File: src/rtl/tmr_pkg.sv
package tmr_pkg;
  localparam int CKS_W = 3;
  typedef enum logic [CKS_W-1:0] {
    CKS_OFF   = 3'b000,
    CKS_DIV1  = 3'b001,
    CKS_DIV2  = 3'b010,
    CKS_DIV4  = 3'b011,
    CKS_CHAIN = 3'b100
  } cks_e;
  localparam int DIV_W = 2;
endpackage

File: src/rtl/tmr_prescaler.sv
module tmr_prescaler
  import tmr_pkg::*;
(
  input  logic             clk,
  input  logic             rst_n,
  input  logic             tick_en,
  output logic [DIV_W:0]   taps
);
  logic [DIV_W-1:0] div_q;

  always_ff @(posedge clk or negedge rst_n) begin
    if (!rst_n)       div_q <= '0;
    else if (tick_en) div_q <= div_q + 1'b1;
  end

  assign taps[0] = tick_en;
  for (genvar k = 1; k <= DIV_W; k++) begin : g_tap
    assign taps[k] = tick_en & (&div_q[k-1:0]);
  end


  div_hold_chk: assert property (@(posedge clk) disable iff (!rst_n)
    !tick_en |=> $stable(div_q));
endmodule

File: src/rtl/tmr_src_sel.sv
module tmr_src_sel
  import tmr_pkg::*;
(
  input  logic [CKS_W-1:0] cks0,
  input  logic [CKS_W-1:0] cks1,
  input  logic [DIV_W:0]   taps,
  input  logic [1:0]       cnt_wr,
  input  logic             hit_nxt0,
  input  logic             wrap_nxt1,
  output logic [1:0]       inc,
  output logic             chain0_wrap
);
  function automatic logic base_fire(input logic [CKS_W-1:0] c, input logic [DIV_W:0] t);
    case (c)
      CKS_DIV1: base_fire = t[0];
      CKS_DIV2: base_fire = t[1];
      CKS_DIV4: base_fire = t[2];
      default:  base_fire = 1'b0;
    endcase
  endfunction

  logic base0, base1, chain0, chain1, lock;

  always_comb begin
    chain0 = (cks0 == CKS_CHAIN);
    chain1 = (cks1 == CKS_CHAIN);
    lock   = chain0 & chain1;
    base0  = base_fire(cks0, taps) & ~cnt_wr[0];
    base1  = base_fire(cks1, taps) & ~cnt_wr[1];
    // channel 1 chained on channel 0 match; channel 0 then runs from its base
    inc[1] = chain1 ? (~lock & base0 & hit_nxt0 & ~cnt_wr[1]) : base1;
    // channel 0 chained on channel 1 overflow; channel 1 then runs from its base
    inc[0] = chain0 ? (~lock & base1 & wrap_nxt1 & ~cnt_wr[0]) : base0;
    chain0_wrap = chain0;
  end
endmodule

File: src/rtl/tmr_channel.sv
module tmr_channel #(
  parameter int W = 8
) (
  input  logic         clk,
  input  logic         rst_n,
  input  logic         inc,
  input  logic         cnt_wr,
  input  logic         cmp_wr,
  input  logic [W-1:0] wr_data,
  input  logic         cmf_clr,
  input  logic         ovf_clr,
  output logic [W-1:0] cnt,
  output logic         hit_nxt,
  output logic         wrap_nxt,
  output logic         ovf_evt,
  output logic         cmf,
  output logic         ovf
);
  logic [W-1:0] cmp_q, cnt_q, cnt_inc;
  logic         cmf_q, ovf_q, match_evt;

  assign cnt_inc   = cnt_q + 1'b1;
  assign hit_nxt   = (cnt_inc == cmp_q);
  assign wrap_nxt  = &cnt_q;
  assign match_evt = inc & hit_nxt;
  assign ovf_evt   = inc & wrap_nxt;

  always_ff @(posedge clk or negedge rst_n) begin
    if (!rst_n) begin
      cnt_q <= '0;
      cmp_q <= '1;
      cmf_q <= 1'b0;
      ovf_q <= 1'b0;
    end else begin
      if (cnt_wr)   cnt_q <= wr_data;
      else if (inc) cnt_q <= cnt_inc;
      if (cmp_wr)   cmp_q <= wr_data;
      cmf_q <= (cmf_q & ~cmf_clr) | match_evt;
      ovf_q <= (ovf_q & ~ovf_clr) | ovf_evt;
    end
  end

  assign cnt = cnt_q;
  assign cmf = cmf_q;
  assign ovf = ovf_q;


  cnt_write_chk: assert property (@(posedge clk) disable iff (!rst_n)
    cnt_wr |=> cnt_q == $past(wr_data));

  cnt_step_chk: assert property (@(posedge clk) disable iff (!rst_n)
    !cnt_wr |=> (cnt_q == $past(cnt_q)) || (cnt_q == $past(cnt_inc)));

  cmf_sticky_chk: assert property (@(posedge clk) disable iff (!rst_n)
    (cmf_q && !cmf_clr) |=> cmf_q);

  ovf_wrap_chk: assert property (@(posedge clk) disable iff (!rst_n)
    (inc && !cnt_wr && (&cnt_q)) |=> (cnt_q == '0) && ovf_q);
endmodule

File: src/rtl/tmr8_pair.sv
module tmr8_pair
  import tmr_pkg::*;
#(
  parameter int W = 8
) (
  input  logic             clk,
  input  logic             rst_n,
  input  logic             tick_en,
  input  logic [2:0]       cks0,
  input  logic [2:0]       cks1,
  input  logic [1:0]       cnt_wr,
  input  logic [1:0]       cmp_wr,
  input  logic [W-1:0]     wr_data,
  input  logic [1:0]       cmf_clr,
  input  logic [1:0]       ovf_clr,
  input  logic             ovf16_clr,
  output logic [W-1:0]     cnt0,
  output logic [W-1:0]     cnt1,
  output logic [1:0]       cmf,
  output logic [1:0]       ovf,
  output logic             ovf16
);
  localparam int NCH = 2;

  logic [DIV_W:0]   taps;
  logic [NCH-1:0]   inc, hit_nxt, wrap_nxt, ovf_evt;
  logic [W-1:0]     cnt [NCH];
  logic             chain0;
  logic             ovf16_q;

  tmr_prescaler u_pre (
    .clk(clk), .rst_n(rst_n), .tick_en(tick_en), .taps(taps)
  );

  tmr_src_sel u_sel (
    .cks0(cks0), .cks1(cks1), .taps(taps), .cnt_wr(cnt_wr),
    .hit_nxt0(hit_nxt[0]), .wrap_nxt1(wrap_nxt[1]),
    .inc(inc), .chain0_wrap(chain0)
  );

  for (genvar i = 0; i < NCH; i++) begin : g_ch
    tmr_channel #(.W(W)) u_ch (
      .clk(clk), .rst_n(rst_n), .inc(inc[i]), .cnt_wr(cnt_wr[i]),
      .cmp_wr(cmp_wr[i]), .wr_data(wr_data), .cmf_clr(cmf_clr[i]),
      .ovf_clr(ovf_clr[i]), .cnt(cnt[i]), .hit_nxt(hit_nxt[i]),
      .wrap_nxt(wrap_nxt[i]), .ovf_evt(ovf_evt[i]), .cmf(cmf[i]), .ovf(ovf[i])
    );
  end

  always_ff @(posedge clk or negedge rst_n) begin
    if (!rst_n) ovf16_q <= 1'b0;
    else        ovf16_q <= (ovf16_q & ~ovf16_clr) | (ovf_evt[0] & chain0);
  end

  assign cnt0  = cnt[0];
  assign cnt1  = cnt[1];
  assign ovf16 = ovf16_q;


  lock_hold_chk: assert property (@(posedge clk) disable iff (!rst_n)
    (cks0 == CKS_CHAIN && cks1 == CKS_CHAIN && cnt_wr == 2'b00)
      |=> $stable(cnt0) && $stable(cnt1));

  chain_carry_chk: assert property (@(posedge clk) disable iff (!rst_n)
    (cks0 == CKS_CHAIN && cnt_wr == 2'b00 && cnt1 == '1) ##1 (cnt1 == '0)
      |-> cnt0 == $past(cnt0) + 1'b1);

  ovf16_sticky_chk: assert property (@(posedge clk) disable iff (!rst_n)
    (ovf16_q && !ovf16_clr) |=> ovf16_q);
endmodule

File: config.mk
export PLATFORM = sky130hd
export DESIGN_NAME = tmr8_pair
export DESIGN_NICKNAME = d
export VERILOG_FILES = /design/src/rtl/tmr_pkg.sv /design/src/rtl/tmr_prescaler.sv /design/src/rtl/tmr_src_sel.sv /design/src/rtl/tmr_channel.sv /design/src/rtl/tmr8_pair.sv
export SDC_FILE = /design/constraint.sdc
export NUM_CORES = 1
export LEC_CHECK = 0
export ABC_AREA = 1
export BUFFER_PORTS_ARGS = -buffer_cell sky130_fd_sc_hd__buf_2
export CORE_ASPECT_RATIO = 0.75
export CORE_MARGIN = 2
export CORE_UTILIZATION = 41
export DETAILED_ROUTE_END_ITERATION = 8
export HOLD_SLACK_MARGIN = 0.1
export PLACE_DENSITY = 0.66
export SLEW_MARGIN = 20
export SYNTH_ARGS = -nofsm -noshare
export SYNTH_HDL_FRONTEND = slang
export SYNTH_SLANG_ARGS = --single-unit
export TNS_END_PERCENT = 20
File: constraint.sdc
create_clock -name clk -period 2.6 [get_ports clk]
set_clock_uncertainty 0.15 [all_clocks]
set_input_delay 0.13 -clock clk [delete_from_list [all_inputs] [get_ports clk]]
set_output_delay 0.13 -clock clk [all_outputs]
set_load 0.03 [all_outputs]
# [After elaboration in Yosys (flattened, before gate mapping)]
# Cells that the tools add are included.
[classes] add_sub_neg=3 n_eq_ne=10 mux=8 n_bitwise=34 reduce_logical=5
[ops] cell="$mux 8" count=4
[ops] cell="$and 1x1->1" count=21
[ops] cell="$add 8x1->8 const B" count=2
[ops] cell="$eq 8x8->1" count=2
[ops] cell="$reduce_and 8->1" count=2
[ops] cell="$eq 3x2->1 const B" count=4
[ops] cell="$not 1->1" count=8
[ops] cell="$eq 3x1->1 const B" count=2
[ops] cell="$eq 3x3->1 const B" count=2
[ops] cell="$pmux 1 s3" count=2
[ops] cell="$or 1x1->1" count=5
[ops] cell="$reduce_bool 2->1" count=2
[ops] cell="$add 2x1->2 const B" count=1
[ops] cell="$mux 1" count=2
[ops] cell="$reduce_and 2->1" count=1
[totals] register_bits=39 in_bits=26 out_inout_bits=21 wordCells=70

# [Logic depth before layout (Yosys ltp)]
# Gate-level depths: netlist of the first run.
[logic_depth] depth_word=11 depth_mapped=13 ltp_nobuf=13

# [Hierarchy]
# From an unflattened synthesis of the first run, not the netlist that was laid out.
[unflattened] cells_unflattened=354 hier_area_um2=2542.4
[by_module_without_submodules] module="tmr_channel" instances=2 cells_per_inst=146 area_each_um2=1106.1 seq_area_each_um2=460.4
[by_module_without_submodules] module="tmr_src_sel" instances=1 cells_per_inst=41 area_each_um2=175.2 seq_area_each_um2=0.0
[by_module_without_submodules] module="tmr_prescaler" instances=1 cells_per_inst=16 area_each_um2=115.1 seq_area_each_um2=50.0
[by_module_without_submodules] module="tmr8_pair" instances=1 cells_per_inst=5 area_each_um2=40.0 seq_area_each_um2=25.0

# [Least setup slack after synthesis of the first run]
# OpenSTA, ideal clock, no wires.
[synth_timing] path_type="register to register" start="register g_ch[0].u_ch.cnt_q[0]" end="register g_ch[1].u_ch.cnt_q[0]" setup_time_ns=0.118 arrival_ns=1.772 required_time_ns=2.332 path_slack_ns=0.560 path_stages_with_launch=13 n_path_buf=0 synth_period_minus_slack_ns=2.040 path_cell_list="dfrtp_1 ha_1 nand2_1 inv_1 nand2_2 o21bai_2 nand2_1 nand2_1 nand2_2 nand4_4 nand3_4 nand2_1 nand2_1"
[synth_via] elab_chain_cells=6
[synth_lines] element="from (decl)" line="tmr_channel.sv:19" source="logic [W-1:0] cmp_q, cnt_q, cnt_inc;"
[synth_lines] element="from (signal assigned)" line="tmr_channel.sv:35" source="if (cnt_wr) cnt_q <= wr_data;"
[synth_lines] element="from (signal assigned)" line="tmr_channel.sv:36" source="else if (inc) cnt_q <= cnt_inc;"
[synth_lines] element="$add 8x1->8" line="tmr_channel.sv:22" source="assign cnt_inc = cnt_q + 1'b1;"
[synth_lines] element="$eq 8x8->1" line="tmr_channel.sv:23" source="assign hit_nxt = (cnt_inc == cmp_q);"
[synth_lines] element="$and 1x1->1 (2 in series)" line="tmr_src_sel.sv:31" source="inc[1] = chain1 ? (~lock & base0 & hit_nxt0 & ~cnt_wr[1]) : base1;"
[synth_lines] element="$mux 1" line="tmr_src_sel.sv:31"
[synth_lines] element="$reduce_bool 2->1 (no source line)"
[synth_lines] element="to (signal assigned)" line="tmr_channel.sv:35"
[synth_lines] element="to (signal assigned)" line="tmr_channel.sv:36"
[synth_lines] element="to (decl)" line="tmr_channel.sv:19"
# No other way between the ends.
# A chain may end at the register's enable or synchronous reset.

# [Worst setup path after layout of the first run]
[layout_timing] start="register g_ch[1].u_ch.cnt_q[0]" end="register ovf16_q, in the netlist ovf16"
[layout_via] elab_chain_cells=7
[layout_lines] element="$reduce_and 8->1" line="tmr_channel.sv:24" source="assign wrap_nxt = &cnt_q;"
[layout_lines] element="$and 1x1->1 (2 in series)" line="tmr_src_sel.sv:33" source="inc[0] = chain0 ? (~lock & base1 & wrap_nxt1 & ~cnt_wr[0]) : base0;"
[layout_lines] element="$mux 1" line="tmr_src_sel.sv:33"
[layout_lines] element="$and 1x1->1" line="tmr_channel.sv:26" source="assign ovf_evt = inc & wrap_nxt;"
[layout_lines] element="$and 1x1->1" line="tmr8_pair.sv:52" source="else ovf16_q <= (ovf16_q & ~ovf16_clr) | (ovf_evt[0] & chain0);"
[layout_lines] element="$or 1x1->1" line="tmr8_pair.sv:52"
[layout_lines] element="to (signal assigned)" line="tmr8_pair.sv:52"
[layout_lines] element="to (decl)" line="tmr8_pair.sv:29" source="logic ovf16_q;"
# No other way between the ends.

==> results of run 1 <==
-- power by group --
group          leakage (nW)  switching [mW]  internal, mW
sequential            0.458          0.0736         0.695
clock                0.0515           0.217         0.242
combinational          1.08           0.340         0.208
total                  1.59           0.631          1.14
-- cells in the final DEF, fill, tap and decap left out, types with 3 or more instances in the layout --
master and instances:
ha_1 3, mux2_2 4, clkbuf_8 7, o21ai_0 33
xor2_1 5, nor2_4 3, nand4_1 13, o21ai_1 3
nand2_1 110, dfrtp_1 22, nand2_2 6, nand3_1 23
nand3_2 4, dfstp_2 16, inv_1 36, inv_2 3
dlygate4sd3_1 30, nor2_1 20, buf_2 46
-- per-layer routing --
| layer | vias up | GRT usage | wire length [um] |
|---|---|---|---|
| met1 | 1080 | 0.299 | 3290 |
| met3 | 10 | 0.0347 | 213 |
| met4 | 0 | 0.0483 | 72 |
| li1 | 1220 | - | - |
| met2 | 47 | 0.305 | 2570 |
| met5 | - | 0 | 0 |
-- kinds of logic (layout without fill, tap and decap cells) --
logic type | count (synthesis) | in the layout | share of synthesized area
flops | 39 | 39 | 0.403
buf+inv | 50 | 126 | 0.0830
compound gates | 42 | 42 | 0.0932
fa+ha+maj | 3 | 3 | 0.0152
mux | 5 | 5 | 0.0223
simple gates | 188 | 188 | 0.362
xor+xnor | 6 | 6 | 0.0213
-- flip-flops by register name, summed over array words and instances (netlist names) --
signal	flops
g_ch.u_ch.cmp_q	16
g_ch.u_ch.cnt	16
g_ch.u_ch.cmf	2
g_ch.u_ch.ovf	2
u_pre.div_q	2
ovf16	1
-- path summary, 6_finish.rpt --
check                                     from             endpoint  slack (ns)
min reg2reg                   g_ch[1].u_ch.cmf     g_ch[1].u_ch.cmf        0.35
min                                  cnt_wr[0]  g_ch[0].u_ch.cnt[3]        0.12
max in group asynchronous                rst_n  g_ch[1].u_ch.cnt[0]        1.34
min in group asynchronous                rst_n  g_ch[0].u_ch.cnt[6]        0.33
max reg2reg                g_ch[1].u_ch.cnt[0]                ovf16        0.19
max                        g_ch[1].u_ch.cnt[0]                ovf16        0.19
-- worst reg2reg max path, delay by kind of cell (launching register included) --
| kind | cells | cell delay, ns |
|---|---|---|
| AO/OA/AOI/OAI | 1 | 0.11 |
| buffers and inverters | 1 | 0.56 |
| flip-flops | 1 | 0.42 |
| AND/OR/NAND/NOR | 7 | 0.93 |
| adder cells (fa/ha/maj) | 1 | 0.18 |
-- timing repair --
item	4_1_cts	5_1_grt
endpoints found under the hold margin	62	0
resized for setup	0	3
endpoints found under the setup margin	0	1
setup buffers	0	2
hold buffers	30	0
-- stage by stage --
stage               area, um2  instances  total power [mW]  setup TNS (ns)  setup slack [ns]
floorplan                2470        333              1.14               0             0.560
global placement         2740        447              1.28               0             0.440
detailed placement       2740        447              1.29               0             0.442
CTS                      3140        485              1.79               0             0.131
global route             3170        487              1.90         -0.0249           -0.0249
finish                   3170        487              1.78               0             0.187
-- final cells by class --
class,instances,area share
Clock buffer,8,0.0316
Tap cell,78,0.0308
Sequential cell,39,0.315
Multi-Input combinational cell,244,0.403
Timing Repair Buffer,78,0.172
Inverter,40,0.0474
==> summary.md, run 1 <==
| Metric | Value |
|---|---|
| Status | finished clean |
| Util after Layout | 0.544 |
| Die Wd | 93.6 um |
| Fmax | 0.414 GHz |
| Worst path arrival time | between 2 and 3 ns |
| Register Area | about 1000 um2 |
| Global-route wire length before repair | 10500 um |
| Vias per cell | approximately 4.8 |
| Post-layout min period | 2.41 ns |
| IO buf count | 46 |
| Final ANT Viol Nets | 0 |
| Count leader, synth | nand2_1 |
| Critical path class | flop to flop |
| Final nets | around 440 |
| Cts bufs inserted | 5 |
| DR vias | between 2000 and 2500 |
| Io pins | 47 |
| Leading area contributor after synthesis | dfrtp_1 |
| CORE AREA | 5830 um2 |
| Grt ovf | 0 |
| Crit path top cell by count | nand2_1 |
| Crit path capture type | flop |
| VDD IR-drop max | between 0.2 and 0.3 mV |
| Syn_area_per_cell | 7.42 um2 |
| Worst Setup Start Kind | flop |
| Share of layout cells above drive strength 1 | 0.252 |
| Async SR Flop Fraction | 1.00 |
| Final hold vios | 0 |
| Final Setup Violations | 0 |
| Crit-path cells | ha_1, nand2_1, nor2_1, nand4_1, nor2_2, nand3_1, nand2_4, nand2_1, o22ai_1, dlygate4sd3_1 |
| Clk sinks | 39 |
| Critical Path Slowest Stage Cell | dlygate4sd3_1 |
| Lkg Pwr | 1.59 nW |
| Reg2Reg Depth | 10 |
| Total of fill cells in the finished design | between 500 and 600 |
| Multi-input gate area | 1280 um2 |
| CP max FO | 8 |
| HPWL Detailed | 4500 um |
| Number of synthesized flops with an enable pin | 0 |
| DIE AREA | about 6700 um2 |
| Post-Route WL | 6150 um |
| Drt first pass iters | 4 |
| Power per Cell Area | 560 nW/um2 |
| Vias in the first global route | 2243 |
| Max Cap Viol | 0 |
| Required @ worst endpoint | ~2.7 ns |
| Area growth syn-to-layout | 28.2% |
| Die height | 71.2 um |
| Largest net degree at the start of global routing | 40 |
| # DRC | 0 |
| Top cells by count, synth | nand2_1 (110), inv_1 (36), o21ai_0 (33) |
| H-tree level count | 2 |
| Worst path top cell family by delay | simple AND/OR/NAND/NOR gates |
| Mapped Nets | approximately 360 |
| Crit share post-route | 0.928 |
| Synthesized flop and latch total | 39 |
| Max-slew headroom | 0.407 |
| Clk pin slew, worst setup/hold paths | around 0.08 ns |
| Synth area leaders | dfrtp_1 (23%), dfstp_2 (17%), nand2_1 (17%) |
| Cell area after synthesis | roughly 2500 um2 |
| Maximum clock insertion buffer count | 2 |
| Post-Syn Instances | approximately 330 |
| Slew Limit Fails | 0 |
| CP Depth | 10 |
| Total track usage | 0.200 |
| Hold depth | 3 |
| Placer Congestion | 0.848 |
| Synthesis Warnings | 0 |
| Antenna Cells | 0 |
| Post-synthesis sequential area ratio | 0.403 |
| TritonCTS clock tree | done |
| Initial core utilization | 0.424 |
| Dominant synthesized flop cell | dfrtp_1 |
| Worst hold slack | 0.122 ns |
| Worst Tran Pin Value | 0.890 ns |
| Initial antenna violation count | 0 |
| Slowest stage delay, CP | approximately 0.56 ns |
| WL/cell | 12.6 um |
| Worst skew pair latency | 0.29 ns |
| Initial DRC count | approximately 150 |
| Root buffer cell | clkbuf_8 |
| Top cell type's share of synthesized area | 0.233 |
| Count of cell types in the netlist | 34 |
| Hold/Removal Path Class | primary input to flop |
| Row cnt | 24 |
| Worst path buffer plus inverter count | 1 |
(Power assumes the default switching activity.)
==> inputs of run 2 (changes only) <==
ABC_CLOCK_PERIOD_IN_PS = 2600   (was default)
CORE_UTILIZATION = 55   (was 41)
PLACE_DENSITY = 0.83   (was 0.66)
==> run 2 against run 1 <==
Flip-flop and latch count stayed put. Critical path depth increased by 1. Critical endpoint unchanged. Clock power down 2%. Maximum frequency down 0.60%. Register-to-register slack about the same. Via count is 1.4% higher. Sequential share of layout area increased by 0.91 points. Count of clock-buffer cells in the layout did not move. Worst hold slack got worse by 0.017 ns. Combinational power hardly changed. Wire length fell by 4.2%. First-iteration DRC count down 14%.
==> summary.md, run 2 (synthesis gave the netlist of run 1 again) <==
| Metric | Value |
|---|---|
| Worst Tran Pin Value | 0.835 ns (-0.0555 ns) |
| Die height | 62.1 um (-13%) |
| WL/cell | 12.8 um (+1.4%) |
| Internal cell power | 1.14 mW (-0.59%) |
| DR vias | 2390 (+1.4%) |
| Design Area, Final | 3080 um2 (-2.8%) |
| Reg2Reg Depth | 10 (unchanged) |
| Final nets | 431 (-1.4%) |
| Fmax | 0.412 GHz (-0.60%) |
| Antenna Cells | 0 (unchanged) |
| DIE AREA | 5050 um2 (-24%) |
| Die Wd | 81.4 um (-13%) |
| Worst hold slack | 0.105 ns (-0.0171 ns) |
| Clk pin slew, worst setup/hold paths | 0.07 ns (about the same) |
| Placed inst area | 2720 um2 (-0.96%) |
| HPWL Detailed | 4280 um (-4.9%) |
| Hold depth | 3 (unchanged) |
| Initial core utilization | 0.563 (+0.139) |
| Power consumption | 1.76 mW (-0.67%) |
| Grt ovf | 0 (unchanged) |
| Critical path class | primary input to flop |
| Total of fill cells in the finished design | 344 (-41%) |
| Power per Cell Area | 573 nW/um2 (+2.2%) |
| Worst path arrival time | 2.51 ns (about the same) |
| # Post-CTS Setup Buffers | 0 (unchanged) |
| Io pins | 47 (unchanged) |
| Required @ worst endpoint | 2.68 ns (about the same) |
| Initial DRC count | 125 (-14%) |
| # DRC | 0 (unchanged) |
| Commonest non-fill, non-tap cells in the layout | nand2_1 (110), buf_2 (46), inv_1 (36) |
| Lkg Pwr | 1.56 nW (-1.7%) |
| Crit path capture type | flop |
| TritonCTS clock tree | done |
| Placer Congestion | 0.941 (+11%) |
| Max-slew headroom | 0.444 (+0.0370) |
| NetSw | 625 uW (-0.83%) |
| Maximum clock insertion buffer count | 2 (unchanged) |
| Clk sinks | 39 (unchanged) |
| Vias per cell | 5.20 (+7.4%) |
| Status | finished clean |
| Global-route wire length before repair | 9800 um (-6.4%) |
| Initial antenna violation count | 0 (unchanged) |
| Max Cap Viol | 0 (unchanged) |
| Final hold vios | 0 (unchanged) |
| Post-layout min period | 2.43 ns (+0.0147 ns) |
| Final Setup Violations | 0 (unchanged) |
| RSZ-0062 raised after global routing | no |
| Largest net degree at the start of global routing | 40 (unchanged) |
| Cts bufs inserted | 5 (unchanged) |
| H-tree level count | 2 (unchanged) |
| Root buffer cell | clkbuf_8 |
| Hold/Removal Path Class | primary input to flop |
| Sum Neg Setup Slack | 0 ns (unchanged) |
| IO buf count | 46 (unchanged) |
| Total track usage | 0.261 (+0.0611) |
| VDD IR-drop max | 0.351 mV (+20%) |
| Final ANT Viol Nets | 0 (unchanged) |
| Area growth syn-to-layout | 24.6% |
| Vias in the first global route | 2176 (-3.0%) |
| CORE AREA | 4390 um2 (-25%) |
| Switch share | 0.355 (-0.000553) |
| Reg power frac | 0.435 (+0.002) |
| Row cnt | 21 (-13%) |
| Commonest non-fill, non-tap cell in the layout | nand2_1 |
| Worst Setup Start Kind | primary input |
| Comb power frac | 0.310 (about the same) |
| Share of layout cells above drive strength 1 | 0.248 (-0.00369) |
| Post-Route WL | 5890 um (-4.2%) |
| Worst skew pair latency | 0.29 ns (about the same) |
| CP max FO | 9 (+1) |
| Crit share post-route | 0.934 (+0.00564) |
| Slew Limit Fails | 0 (unchanged) |
| Clock share of power | 0.255 (-0.004) |
| Drt first pass iters | 4 (unchanged) |
## run 2: cell types whose count changed in the layout (fill, tap and decap cells not counted)
| cell | previous run | this run |
|---|---|---|
| buf_4 | 2 | 0 |
| dlygate4sd3_1 | 30 | 26 |
| nand2_2 | 6 | 7 |
| nand2_4 | 1 | 0 |
| nor2_1 | 20 | 21 |
| nor2_2 | 2 | 1 |
## run 2: final timing paths
path                                     start                   to  slack [ns]
max in group asynchronous                rst_n  g_ch[1].u_ch.cnt[0]        1.40
hold reg to reg               g_ch[1].u_ch.cmf     g_ch[1].u_ch.cmf        0.33
setup reg to reg           g_ch[1].u_ch.cnt[0]                ovf16        0.20
min in group asynchronous                rst_n  g_ch[0].u_ch.cnt[7]        0.33
setup / recovery                       tick_en                ovf16        0.17
hold / removal                       cnt_wr[0]  g_ch[0].u_ch.cnt[2]        0.10
## run 2: stage by stage
step / worst slack [ns] / utilization / std cells
6_report: 0.172 / 0.702 / 460
5_1_grt: 0.00746 / 0.702 / 460
4_1_cts: 0.175 / 0.701 / 460
3_5_place_dp: 0.442 / 0.619 / 426
3_3_place_gp: 0.477 / 0.619 / 426
2_1_floorplan: 0.560 / - / 333
## run 2: timing repair
action,4_1_cts,5_1_grt
hold endpoints to repair,60,0
gates resized for setup,0,1
endpoints found under the setup margin,0,1
hold buffers,26,0
## run 2: cell type report
class | count | area [um2] | area share
multi-input cells | 244 | 1270 | 0.412
repair buffers | 72 | 490 | 0.159
clock buffers | 8 | 100 | 0.0325
flip-flops and latches | 39 | 997 | 0.324
inverters | 40 | 150 | 0.0488
well taps | 57 | 71.3 | 0.0232
## run 2: power groups by stage
stage	Combinational (mW)	Sequential (mW)	Clock [mW]
2_1_floorplan	0.298	0.838	0
3_3_place_gp	0.498	0.772	0
3_5_place_dp	0.511	0.776	0
4_1_cts	0.545	0.766	0.457
5_1_grt	0.620	0.778	0.485
6_report	0.546	0.767	0.450
## run 2: routing by layer
| layer | wire [um] | global-route usage |
|---|---|---|
| met2 | 2700 | 0.410 |
| met1 | 2830 | 0.369 |
| met3 | 300 | 0.0477 |
| met4 | 57 | 0.0872 |
| met5 | 0 | 0 |
## run 2: critical path, cell delays in order
cell and delay, ns:
dlygate4sd3_1 0.54, buf_2 0.16, nand2_1 0.06, inv_1 0.09, nor2_1 0.05, nor4_2 0.33, nand3_1 0.15, nand2_2 0.18
nand2_1 0.13, o22ai_1 0.12, dlygate4sd3_1 0.56
==> inputs of run 3 (changes only) <==
ABC_AREA = default   (was 1)
ABC_CLOCK_PERIOD_IN_PS = 2900   (was 2600)
CORE_UTILIZATION = 56   (was 55)
PLACE_DENSITY = 0.84   (was 0.83)
clock period = 2.9 ns   (was 2.6 ns; I/O delays follow)
==> run 3 against run 2 <==
First-iteration DRC count is 23% higher. Cell count is 18% lower. Critical path depth down 4. Wire length is 7.1% higher. Global-route usage grew 0.34 points. Synthesized cell count decreased by 21%. Total power shrank 7.3%. Area after synthesis rose by 4.6%. Register-to-register slack improved by 0.03 ns. Critical endpoint is now g_ch[1].u_ch.cnt[6]. Largest cell class unchanged. Largest power group unchanged. Highest routed layer unchanged.
==> summary.md, run 3 <==
| Metric | Value |
|---|---|
| RSZ-0062 raised after global routing | no |
| Required @ worst endpoint | 2.99 ns (+0.31 ns) |
| CORE AREA | 4440 um2 (+1.2%) |
| # DRC | 0 (unchanged) |
| Vias in the first global route | 2134 (-1.9%) |
| Sum Neg Setup Slack | 0 ns (unchanged) |
| Row cnt | 21 (unchanged) |
| Power per Cell Area | 530 nW/um2 (-7.4%) |
| Synth area leaders | dfrtp_1 (22%), dfstp_2 (16%), mux2_2 (8.7%) |
| Crit-path cells | ha_1, and4_1, nand2_1, and3_1, or4_1, o211ai_1, and3_1 |
| Cell area after synthesis | 2580 um2 (+4.6%) |
| Reg2Reg Depth | 7 (-3) |
| Post-synthesis sequential area ratio | 0.385 (-0.0176) |
| Worst reg2reg path endpoint | g_ch[1].u_ch.cnt[6] |
| Hold/Removal Path Class | primary input to flop |
| Initial core utilization | 0.582 (+0.0187) |
| Placer Congestion | 0.936 (-0.57%) |
| Top cell type's share of synthesized area | 0.223 (-0.0102) |
| Max Cap Viol | 0 (unchanged) |
| Root buffer cell | clkbuf_8 |
| TritonCTS clock tree | done |
| Util after Layout | 0.695 (-0.00718) |
| Total track usage | 0.264 (+0.00341) |
| Reg power frac | 0.436 (about the same) |
| Die height | 62.8 um (+1.2%) |
| Lkg Pwr | 1.27 nW (-19%) |
| Cts bufs inserted | 5 (unchanged) |
| NetSw | 560 uW (-10%) |
| Clk sinks | 39 (unchanged) |
| Worst skew pair latency | 0.30 ns (about the same) |
| Crit path capture type | flop |
| Final ANT Viol Nets | 0 (unchanged) |
| WL/cell | 16.7 um (+31%) |
| Share of layout cells above drive strength 1 | 0.334 (+0.0862) |
| Vias per cell | 5.87 (+13%) |
| Final nets | 348 (-19%) |
| Area growth syn-to-layout | 19.4% |
| Final Setup Violations | 0 (unchanged) |
| Post_cts resized | 0 (unchanged) |
| Dominant synthesized flop cell | dfrtp_1 |
| Largest net degree at the start of global routing | 40 (unchanged) |
| Crit path top cell by count | and3_1 |
| Worst Setup Start Kind | flop |
| Critical path class | flop to flop |
| Worst Hold End | g_ch[0].u_ch.cnt[0] |
| Post-Route WL | 6310 um (+7.1%) |
| Switch share | 0.342 (-0.0122) |
| Crit share post-route | 0.919 |
| Total of fill cells in the finished design | 353 (+2.6%) |
| Count leader, synth | dfrtp_1 |
| Internal cell power | 1.08 mW (-5.5%) |
| Synthesized flop and latch total | 39 (unchanged) |
| Leading area contributor after synthesis | dfrtp_1 |
| VDD IR-drop max | 0.404 mV (+15%) |
| H-tree level count | 2 (unchanged) |
| Top cells by count, synth | dfrtp_1 (23), mux2_2 (20), nand3_1 (18) |
| Number of synthesized flops with an enable pin | 0 (unchanged) |
| Clock share of power | 0.249 (-0.006) |
| Worst Tran Pin Value | 0.857 ns (+0.0221 ns) |
| Post-Syn Instances | 264 (-21%) |
| Post-layout min period | 2.67 ns |
| Io pins | 47 (unchanged) |
| Slew Limit Fails | 0 (unchanged) |
| Max-slew headroom | 0.429 (-0.0147) |
| HPWL Detailed | 4400 um (+2.8%) |
| DR vias | 2213 (-7.4%) |
| Syn_area_per_cell | 9.79 um2 (+32%) |
| Die Wd | 82.4 um (+1.3%) |
| Design Area, Final | 3080 um2 (+0.16%) |
| Critical Path Slowest Stage Cell | or4_1 |
| Async SR Flop Fraction | 1.00 (unchanged) |
| Drt first pass iters | 4 (unchanged) |
| HP Start | cnt_wr[0] |
| Placed inst area | 2810 um2 (+3.5%) |
| Count of cell types in the netlist | 59 (+74%) |
| CP max FO | 8 (-1) |
| Slowest stage delay, CP | 0.57 ns (about the same) |
| Maximum clock insertion buffer count | 2 (unchanged) |
| Fmax | approximately 0.38 GHz |
| Clk pin slew, worst setup/hold paths | 0.07 ns (about the same) |
| IO buf count | 46 (unchanged) |
| Status | finished clean |
| Commonest non-fill, non-tap cells in the layout | buf_2 (46), dfrtp_1 (23), mux2_2 (20) |
| R2R Setup Slk | 0.23 ns (+0.03 ns) |
| Synthesis Warnings | 0 (unchanged) |
| Mapped Nets | 293 (-19%) |
| Comb power frac | 0.315 (+0.005) |
| Antenna Cells | 0 (unchanged) |
| DIE AREA | 5180 um2 (+2.5%) |
| Initial DRC count | 154 (+23%) |
| Worst path arrival time | 2.75 ns (+0.24 ns) |
| Hold depth | 3 (unchanged) |
| Initial antenna violation count | 0 (unchanged) |
| Grt ovf | 0 (unchanged) |
| Commonest non-fill, non-tap cell in the layout | buf_2 |
| Global-route wire length before repair | 10200 um (+4.3%) |
| Final hold vios | 0 (unchanged) |
| Worst R2R Start | g_ch[0].u_ch.cnt[0] |
==> run 3: metrics by stage <==
stage / hold WS [ns] / power, mW / std cells / setup slack, ns
finish: 0.101 / 1.64 / 377 / 0.235
global route: 0.151 / 1.73 / 377 / 0.0711
CTS: 0.105 / 1.64 / 377 / 0.222
detailed placement: 0.152 / 1.21 / 352 / 0.236
global placement: 0.147 / 1.19 / 352 / 0.348
floorplan: -0.301 / 1.07 / 264 / 0.302
==> run 3: worst max-delay path by stage <==
| stage | depth (start not counted) | start | end |
|---|---|---|---|
| 2_1_floorplan | 9 | g_ch[0].u_ch.cnt[0] | g_ch[1].u_ch.cnt[5] |
| 3_3_place_gp | 7 | g_ch[0].u_ch.cnt[0] | g_ch[1].u_ch.cnt[7] |
| 3_5_place_dp | 7 | g_ch[0].u_ch.cnt[0] | g_ch[1].u_ch.cnt[6] |
| 4_1_cts | 7 | g_ch[0].u_ch.cnt[0] | g_ch[1].u_ch.cnt[6] |
| 5_1_grt | 7 | g_ch[0].u_ch.cnt[0] | g_ch[1].u_ch.cmf |
| 6_report | 7 | g_ch[0].u_ch.cnt[0] | g_ch[1].u_ch.cnt[6] |
==> run 3: logic make-up (layout without fill, tap and decap cells) <==
group	after synthesis	in the layout	share of synthesized area
AOI/OAI and AO/OA	50	50	0.155
adders and majority gates	3	3	0.0145
buffers and inverters	32	88	0.0581
and+or+nand+nor	93	93	0.200
DFF	39	39	0.385
xor gates and xnor gates	22	22	0.0804
muxes	25	25	0.107
==> run 3: area by class of cell <==
| cell class | instances | area, um2 | area share |
|---|---|---|---|
| Multi-Input combinational cell | 193 | 1440 | 0.466 |
| Tap cell | 57 | 71.3 | 0.0231 |
| Sequential cell | 39 | 996 | 0.323 |
| Clock buffer | 8 | 100 | 0.0325 |
| Inverter | 13 | 48.8 | 0.0158 |
| Timing Repair Buffer | 67 | 430 | 0.140 |
==> run 3: layer usage <==
metal  vias to the layer above  track usage  part of all wire
li1                       1080            -                 -
met1                      1039        0.387              0.47
met2                        86        0.382              0.44
met3                         8       0.0621             0.075
met4                         0       0.0875             0.010
met5                         -            0                 0
==> run 3: power groups by stage <==
| stage | logic [mW] | registers, mW | clock network (mW) |
|---|---|---|---|
| 6_report | 0.515 | 0.714 | 0.407 |
| 5_1_grt | 0.563 | 0.729 | 0.441 |
| 2_1_floorplan | 0.318 | 0.750 | 0 |
| 3_3_place_gp | 0.477 | 0.718 | 0 |
| 4_1_cts | 0.512 | 0.712 | 0.415 |
| 3_5_place_dp | 0.490 | 0.721 | 0 |
==> run 3: worst max-delay path: cells and delay by family (launching register included) <==
kind                       cells  cell delay [ns]
adders and majority gates      1             0.37
DFF                            1             0.48
and+or+nand+nor                5             1.36
AOI/OAI and AO/OA              1             0.25
==> run 3: what timing repair did <==
item                                    in CTS  in global routing
setup buffers                                0                  0
hold buffers                                17                  0
endpoints found under the setup margin       0                  0
hold endpoints to repair                    59                  0
